===== src/rtl/pm_evt_pkg.sv =====
package pm_evt_pkg;
  localparam int unsigned REG_W   = 16;
  localparam int unsigned TMR_POS = 0;
  localparam int unsigned GLK_POS = 5;
  localparam int unsigned PWR_POS = 8;
  localparam int unsigned RTC_POS = 10;

  localparam logic [REG_W-1:0] SCI_MASK =
    REG_W'((1 << TMR_POS) | (1 << GLK_POS) | (1 << PWR_POS) | (1 << RTC_POS));

  localparam logic [5:0] OFS_STS = 6'h00;
  localparam logic [5:0] OFS_ENA = 6'h02;
  localparam logic [5:0] OFS_TLO = 6'h08;
  localparam logic [5:0] OFS_THI = 6'h0A;

  typedef struct packed {
    logic rtc;
    logic pwr;
    logic glk;
    logic tmr;
  } evt_t;

  function automatic logic [REG_W-1:0] evt_to_vec(evt_t e);
    logic [REG_W-1:0] v;
    v = '0;
    v[TMR_POS] = e.tmr;
    v[GLK_POS] = e.glk;
    v[PWR_POS] = e.pwr;
    v[RTC_POS] = e.rtc;
    return v;
  endfunction
endpackage


===== src/rtl/pm_win_decode.sv =====
module pm_win_decode #(
  parameter int unsigned ADDR_W  = 16,
  parameter int unsigned WIN_LG2 = 6
) (
  input  logic [ADDR_W-1:0]  io_addr,
  input  logic [31:0]        cfg_pmbase,
  input  logic [7:0]         cfg_pmctl,
  output logic               hit,
  output logic [WIN_LG2-1:0] offset
);
  localparam int unsigned TAG_W = ADDR_W - WIN_LG2;

  logic [TAG_W-1:0] base_tag;
  logic [TAG_W-1:0] addr_tag;
  logic             unused_cfg;

  assign base_tag   = cfg_pmbase[ADDR_W-1:WIN_LG2];
  assign addr_tag   = io_addr[ADDR_W-1:WIN_LG2];
  assign unused_cfg = ^{cfg_pmbase[31:ADDR_W], cfg_pmbase[WIN_LG2-1:0], cfg_pmctl[7:1]};

  always_comb begin
    hit    = cfg_pmctl[0] && (addr_tag == base_tag);
    offset = io_addr[WIN_LG2-1:0];
  end
endmodule


===== src/rtl/pm_timer.sv =====
module pm_timer #(
  parameter int unsigned TMR_W = 24
) (
  input  logic             clk,
  input  logic             rst_n,
  input  logic             tick,
  output logic [TMR_W-1:0] count,
  output logic             wrap
);
  logic [TMR_W-1:0] cnt_q;
  logic [TMR_W-1:0] cnt_d;

  always_comb begin
    cnt_d = cnt_q;
    wrap  = 1'b0;
    if (tick) begin
      cnt_d = cnt_q + 1'b1;
      wrap  = &cnt_q;
    end
  end

  always_ff @(posedge clk or negedge rst_n) begin
    if (!rst_n) begin
      cnt_q <= '0;
    end else if (tick) begin
      cnt_q <= cnt_d;
    end
  end

  assign count = cnt_q;
endmodule


===== src/rtl/pm_evt_regs.sv =====
module pm_evt_regs
  import pm_evt_pkg::*;
(
  input  logic             clk,
  input  logic             rst_n,
  input  logic             ev_rtc,
  input  logic             ev_pwrbtn,
  input  logic             ev_glock,
  input  logic             tmr_wrap,
  input  logic             sts_we,
  input  logic             ena_we,
  input  logic [REG_W-1:0] wdata,
  output logic [REG_W-1:0] sts,
  output logic [REG_W-1:0] ena,
  output logic             sci
);
  logic [REG_W-1:0] ena_q;
  logic [REG_W-1:0] ena_d;
  logic [REG_W-1:0] set_vec;
  logic [REG_W-1:0] clr_vec;
  logic             tmr_armed;
  evt_t             evt;

  // Overflow only counts while the timer event is enabled and not pending.
  assign tmr_armed = ena_q[TMR_POS] & ~sts[TMR_POS];

  always_comb begin
    evt.rtc = ev_rtc;
    evt.pwr = ev_pwrbtn;
    evt.glk = ev_glock;
    evt.tmr = tmr_wrap & tmr_armed;
    set_vec = evt_to_vec(evt);
    clr_vec = sts_we ? (wdata & SCI_MASK) : '0;
    ena_d   = ena_we ? wdata : ena_q;
  end

  genvar b;
  generate
    for (b = 0; b < REG_W; b++) begin : g_sts
      if (SCI_MASK[b]) begin : g_flop
        logic bit_q;
        logic bit_d;
        logic bit_ce;
        always_comb begin
          bit_ce = set_vec[b] | clr_vec[b];
          bit_d  = set_vec[b];
        end
        always_ff @(posedge clk or negedge rst_n) begin
          if (!rst_n) begin
            bit_q <= 1'b0;
          end else if (bit_ce) begin
            bit_q <= bit_d;
          end
        end
        assign sts[b] = bit_q;
      end else begin : g_zero
        assign sts[b] = 1'b0;
      end
    end
  endgenerate

  always_ff @(posedge clk or negedge rst_n) begin
    if (!rst_n) begin
      ena_q <= '0;
    end else if (ena_we) begin
      ena_q <= ena_d;
    end
  end

  assign ena = ena_q;
  assign sci = |(sts & ena_q & SCI_MASK);
endmodule


===== src/rtl/pm_event_ctrl.sv =====
module pm_event_ctrl
  import pm_evt_pkg::*;
#(
  parameter int unsigned ADDR_W = 16,
  parameter int unsigned TMR_W  = 24
) (
  input  logic              clk,
  input  logic              rst_n,
  input  logic [31:0]       cfg_pmbase,
  input  logic [7:0]        cfg_pmctl,
  input  logic              tmr_tick,
  input  logic              ev_rtc,
  input  logic              ev_pwrbtn,
  input  logic              ev_glock,
  input  logic [ADDR_W-1:0] io_addr,
  input  logic              io_wr,
  input  logic              io_rd,
  input  logic [15:0]       io_wdata,
  output logic              io_hit,
  output logic [15:0]       io_rdata,
  output logic              sci
);
  localparam int unsigned WIN_LG2 = 6;

  logic [WIN_LG2-1:0] offset;
  logic [TMR_W-1:0]   tmr_cnt;
  logic [31:0]        tmr_ext;
  logic               tmr_wrap;
  logic [REG_W-1:0]   sts;
  logic [REG_W-1:0]   ena;
  logic               sts_we;
  logic               ena_we;
  logic [15:0]        rd_mux;
  logic [15:0]        rdata_q;
  logic [15:0]        rdata_d;

  pm_win_decode #(.ADDR_W(ADDR_W), .WIN_LG2(WIN_LG2)) u_dec (
    .io_addr    (io_addr),
    .cfg_pmbase (cfg_pmbase),
    .cfg_pmctl  (cfg_pmctl),
    .hit        (io_hit),
    .offset     (offset)
  );

  pm_timer #(.TMR_W(TMR_W)) u_tmr (
    .clk   (clk),
    .rst_n (rst_n),
    .tick  (tmr_tick),
    .count (tmr_cnt),
    .wrap  (tmr_wrap)
  );

  assign sts_we  = io_wr & io_hit & (offset == OFS_STS);
  assign ena_we  = io_wr & io_hit & (offset == OFS_ENA);
  assign tmr_ext = {{(32-TMR_W){1'b0}}, tmr_cnt};

  pm_evt_regs u_regs (
    .clk       (clk),
    .rst_n     (rst_n),
    .ev_rtc    (ev_rtc),
    .ev_pwrbtn (ev_pwrbtn),
    .ev_glock  (ev_glock),
    .tmr_wrap  (tmr_wrap),
    .sts_we    (sts_we),
    .ena_we    (ena_we),
    .wdata     (io_wdata),
    .sts       (sts),
    .ena       (ena),
    .sci       (sci)
  );

  always_comb begin
    case (offset)
      OFS_STS: rd_mux = sts;
      OFS_ENA: rd_mux = ena;
      OFS_TLO: rd_mux = tmr_ext[15:0];
      OFS_THI: rd_mux = tmr_ext[31:16];
      default: rd_mux = '0;
    endcase
    rdata_d = (io_rd && io_hit) ? rd_mux : '0;
  end

  always_ff @(posedge clk or negedge rst_n) begin
    if (!rst_n) begin
      rdata_q <= '0;
    end else begin
      rdata_q <= rdata_d;
    end
  end

  assign io_rdata = rdata_q;
endmodule


===== config.mk =====
export PLATFORM = sky130hd
export DESIGN_NAME = pm_event_ctrl
export DESIGN_NICKNAME = d
export VERILOG_FILES = /design/src/rtl/pm_evt_pkg.sv /design/src/rtl/pm_win_decode.sv /design/src/rtl/pm_timer.sv /design/src/rtl/pm_evt_regs.sv /design/src/rtl/pm_event_ctrl.sv
export SDC_FILE = /design/constraint.sdc
export NUM_CORES = 1
export LEC_CHECK = 0
export BUFFER_PORTS_ARGS = -buffer_cell sky130_fd_sc_hd__buf_2
export CELL_PAD_IN_SITES_DETAIL_PLACEMENT = 1
export CELL_PAD_IN_SITES_GLOBAL_PLACEMENT = 1
export CORE_MARGIN = 1.5
export CORE_UTILIZATION = 25
export CTS_BUF_LIST = sky130_fd_sc_hd__clkbuf_4 sky130_fd_sc_hd__clkbuf_8
export CTS_CLUSTER_DIAMETER = 150
export DETAILED_ROUTE_END_ITERATION = 16
export HOLD_SLACK_MARGIN = 0.1
export PLACE_DENSITY_LB_ADDON = 0.1
export SLEW_MARGIN = 30
export SYNTH_ARGS = -nofsm -noshare
export SYNTH_HDL_FRONTEND = slang
export SYNTH_HIERARCHICAL = 1
export SYNTH_SLANG_ARGS = --single-unit

===== constraint.sdc =====
create_clock -name clk -period 1.3 [get_ports clk]
set_input_delay 0.065 -clock clk [delete_from_list [all_inputs] [get_ports clk]]
set_output_delay 0.065 -clock clk [all_outputs]
set_load 0.01 [all_outputs]

# [Yosys cells after proc, flatten, opt, wreduce, memory -nomap -nowiden]
# Cells that the tools add are included.
[op_classes] add_sub_neg=1 n_eq_ne=4 muxes=4 bitwise_logic=11 n_reduce_logical=5
[op_table] cell="$pmux W16 S4" count=1
[op_table] cell="$add A24 B1 Y24 const B" count=1
[op_table] cell="$reduce_and A24 Y1" count=1
[op_table] cell="$mux W16" count=1
[op_table] cell="$eq A6 B4 Y1 const B" count=2
[op_table] cell="$and A11 B11 Y11" count=1
[op_table] cell="$mux W11" count=1
[op_table] cell="$eq A10 B10 Y1" count=1
[op_table] cell="$eq A6 B2 Y1 const B" count=1
[op_table] cell="$logic_not A6 Y1" count=1
[op_table] cell="$and A1 B1 Y1" count=5
[op_table] cell="$or A1 B1 Y1" count=4
[op_table] cell="$reduce_or A4 Y1" count=1
[op_table] cell="$logic_and A1 B1 Y1" count=2
[op_table] cell="$mux W1" count=1
[op_table] cell="$not A1 Y1" count=1
[totals] regBits=60 in_bits=80 out_inout_bits=18 elab_cells=32

# [Longest topological paths before layout]
[depth] word_depth=6 ltp_mapped=8 ltp_nobuf=7

# [Modules after synthesis]
# The synthesis kept the hierarchy.
[modules_own_cells] module="pm_timer" n_inst=1 cells_each=91 area_each_um2=1087.3 seq_area_each_um2=600.6
[modules_own_cells] module="pm_event_ctrl" n_inst=1 cells_each=76 area_each_um2=955.9 seq_area_each_um2=400.4
[modules_own_cells] module="pm_evt_regs" n_inst=1 cells_each=66 area_each_um2=937.1 seq_area_each_um2=500.5
[modules_own_cells] module="pm_win_decode" n_inst=1 cells_each=20 area_each_um2=160.2 seq_area_each_um2=0.0

# [Worst setup path before layout]
# No wires, ideal clock.
[synth_timing] kind="input port to flip-flop" from="input cfg_pmbase[10]" to="register u_regs.ena_q[0] (netlist: u_regs/ena[0])" setup_ns=0.125 arrival_ns=1.470 required_time_ns=1.175 path_slack_ns=-0.295 stages=8 n_path_buf=2 cell_sequence="xnor2_1 > nand4_1 > nor3_2 > nand4b_1 > nor2_1 > buf_6 > buf_12 > mux2_4"
[synth_between] elab_chain_cells=4
[synth_rtl] item="from (decl)" line_no="pm_event_ctrl.sv:9" rtl="input logic [31:0] cfg_pmbase,"
[synth_rtl] item="$eq A10 B10 Y1" line_no="pm_win_decode.sv:22" rtl="hit = cfg_pmctl[0] && (addr_tag == base_tag);"
[synth_rtl] item="$logic_and A1 B1 Y1" line_no="pm_win_decode.sv:22"
[synth_rtl] item="net io_hit" line_no="pm_event_ctrl.sv:19" rtl="output logic io_hit,"
[synth_rtl] item="$and A1 B1 Y1 (2 in a row)" line_no="pm_event_ctrl.sv:54" rtl="assign ena_we = io_wr & io_hit & (offset == OFS_ENA);"
[synth_rtl] item="net ena_we" line_no="pm_event_ctrl.sv:32" rtl="logic ena_we;"
[synth_rtl] item="to (signal assigned)" line_no="pm_evt_regs.sv:66" rtl="ena_q <= ena_d;"
[synth_rtl] item="to (decl)" line_no="pm_evt_regs.sv:17" rtl="logic [REG_W-1:0] ena_q;"
# The timed path passes the listed nets, and every way through them passes these cells.
# A chain may end at the register's enable or synchronous reset.

# [Worst setup path in the final report]
[layout_timing] from="input cfg_pmbase[10]" to="register u_regs.ena_q[0] (netlist: u_regs/ena[0])"
[layout_between] elab_chain_cells=4
[layout_rtl] item="$eq A10 B10 Y1" line_no="pm_win_decode.sv:22"
[layout_rtl] item="$logic_and A1 B1 Y1" line_no="pm_win_decode.sv:22"
[layout_rtl] item="$and A1 B1 Y1 (2 in a row)" line_no="pm_event_ctrl.sv:54"
[layout_rtl] item="net ena_we" line_no="pm_event_ctrl.sv:32"
# The timed path passes the listed nets, and every way through them passes these cells.

==> results.tsv <==
metric	value	unit
status	complete, but fails checks	
failed_checks	setup timing	
rsz0062_at_grt	yes	
cp.arrival	1.73	ns
wirelength	8380	µm
clock-root-buffer	clkbuf_8	
setup_ws	-0.207	ns
rows	40	
max-cap-violations	0	
place_area	3880	µm²
area_growth	45.9	%
drtAntennaViolNets	0	
p_int	3380	µW
antenna_found_initial	0	
antenna_cells	0	
ir_worst_vdd	0.413	mV
endpoint_kind	flip-flop	
cts_sinks	60	
die_h	115	µm
pwr-share-seq	44.3	%
fmax	663	MHz
start_kind	input port	
holdPathStages	4	
track_usage	13.1	%
dpl.hpwl	5780	µm
power.share.switching	26.9	%
io_buffers	68	
fin_util	37.8	%
critPathMaxStageDelay	0.30	ns
r2r_cells	5	
dpl.cell_count	512	
die_w	115	µm
drc	0	
pwr-share-clk	33.5	%
grt_pass1_vias	2523	
holdCritPathClass	input port to flip-flop	
cts_buffers	9	
yosys.area.top_type	dfrtp_1	
routed_via_density	4.20	
synth.area.top_cells	dfrtp_1, xnor2_1, buf_4, mux4_2, mux2_2	
grt_max_degree	61	
p_switching	1250	µW
synth-main-ff-cell	dfrtp_1	
nets	465	
grt.overflow.total	0	
cts_tree	done	
synth_top_area_share	47.8	%
final_area	4580	µm²
worstPathMaxFanout	8	
synthesis.area	3140	µm²
synth_cell_types	36	
core	12100	µm²
drive_above_1_share	54.4	%
wl_per_cell	15.1	µm
synth_cells	253	
dieArea	13200	µm²
synth-edff-count	0	
path_class	input port to flip-flop	
avgSynthCellArea	12.4	µm²
clk_path_buf_depth	2	
grt_first_pass_wirelength	12900	µm
hold_viol	0	
powerDensity	1010	nW/µm²
gp_congestion	0.707	
clock_latency	0.34	ns
path_cells	buf_2, xnor2_1, nand4_1, nor3_4, nand4b_1, nor2_4, clkbuf_16, mux2_4	
synthArstFlopShare	100	%
power.leakage	0.00216	µW
post-route-period-util	116	%
finalPower	4630	µW
fin_cells	556	
fin_hold_ws	0.162	ns
finalMaxSlewViolations	0	
ios	98	
fin_crit	1.51	ns
start_util	25.9	%
htreeDepth	3	
crit_slowest_cell	mux2_4	
ys_ff_latch	60	
first_pass_iters	4	
vias	2334	
p_comb_share	22.2	%
ys_seq_area_share	47.8	%
cp_data_required_time	1.52	ns
first_iter_violations	37	
skew	0.00734	ns
finalSetupViolCount	28	
clk_pin_slew	0.07	ns
ys_warn_count	6	
==> per-stage QoR <==
step	setup TNS, ns	setup WS, ns
after floorplan	-3.88	-0.255
after global placement	-7.87	-0.433
after detailed placement	-8.57	-0.475
after CTS	-1.51	-0.124
after global routing	-6.96	-0.300
final	-3.87	-0.207
==> synthesized netlist by cell type (2+ instances only) <==
| cell type | number |
|---|---|
| a21o_1 | 3 |
| a21oi_2 | 8 |
| a22oi_1 | 2 |
| and3_1 | 7 |
| and4_1 | 2 |
| buf_4 | 24 |
| buf_6 | 3 |
| dfrtp_1 | 60 |
| mux2_2 | 15 |
| mux2_4 | 10 |
| mux4_2 | 8 |
| nand2_1 | 27 |
| nand3_1 | 10 |
| nand4_1 | 9 |
| nor2_1 | 6 |
| nor2b_1 | 7 |
| nor2b_4 | 2 |
| xnor2_1 | 29 |
| xor2_1 | 4 |
==> path summary, 6_finish.rpt <==
path	endpoint	slack, ns	start
setup / recovery	u_regs/ena[0]	-0.21	cfg_pmbase[10]
hold / removal	io_rdata[8]	0.16	io_rd
setup reg to reg	u_regs/g_sts[0].g_flop.bit_q	-0.12	u_tmr/count[8]
hold reg to reg	u_tmr/count[23]	0.50	u_tmr/count[23]
max in group asynchronous	u_tmr/count[6]	0.74	rst_n
min in group asynchronous	u_tmr/count[2]	0.26	rst_n
==> final cells by class <==
class,instances,area (µm²)
well taps,168,210
clock inverters,2,10.0
inverters,2,7.51
multi-input cells,172,1620
fillers,1369,7530
repair buffers,139,1060
flip-flops and latches,60,1500
clock buffers,13,166
==> timing repair <==
item                                   in CTS  in global routing
setup endpoints to repair                  24                 38
gates resized for setup                    17                 29
hold buffers                               21                  0
pin swaps                                  13                 20
endpoints found under the hold margin      81                  0
cloned                                      0                  1
setup buffers                               2                  5
==> flip-flops by register name, indices dropped and copies added, names as in the netlist <==
name	flops
u_tmr/count	24
io_rdata	16
u_regs/ena	16
u_regs/g_sts.g_flop.bit_q	4
==> per-layer routing <==
layer | track usage [%] | share of wire, %
met1 | 17.8 | 47
met2 | 20.5 | 47
met3 | 2.37 | 4.1
met4 | 5.43 | 1.5
met5 | 0 | 0
==> power by group through the flow <==
stage / sequential (µW) / combinational (µW) / clock, µW
5_1_grt: 2060 / 1110 / 1710
4_1_cts: 2040 / 932 / 1630
6_report: 2050 / 1030 / 1550
2_1_floorplan: 2120 / 386 / 0
3_3_place_gp: 2070 / 853 / 0
3_5_place_dp: 2080 / 870 / 0
==> layout by cell type (no fill, tap or decap), types with 9 or more instances in the layout <==
cell type,n
buf_2,61
dfrtp_1,59
buf_4,39
nand2_1,25
dlygate4sd3_1,21
xnor2_1,19
mux2_4,16
buf_6,13
conb_1,12
clkbuf_8,11
xnor2_2,10
mux2_2,9
nand3_2,9
nand4_1,9
==> logic make-up after synthesis <==
| kind of cell | after synthesis | synth area share, % |
|---|---|---|
| xor gates and xnor gates | 33 | 9.20 |
| and+or+nand+nor | 78 | 14.8 |
| muxes | 33 | 15.9 |
| adders and majority gates | 1 | 0.398 |
| DFF | 60 | 47.8 |
| other | 1 | 0.119 |
| AOI/OAI and AO/OA | 15 | 3.78 |
| buffers and inverters | 32 | 7.97 |
==> worst max-delay path: cells and delay by family <==
family	cells	cell delay (ns)
multiplexers	1	0.30
buffers and inverters	2	0.31
XOR/XNOR	1	0.14
AND/OR/NAND/NOR	4	0.91
Note: power is estimated with default switching activity, not from simulation.
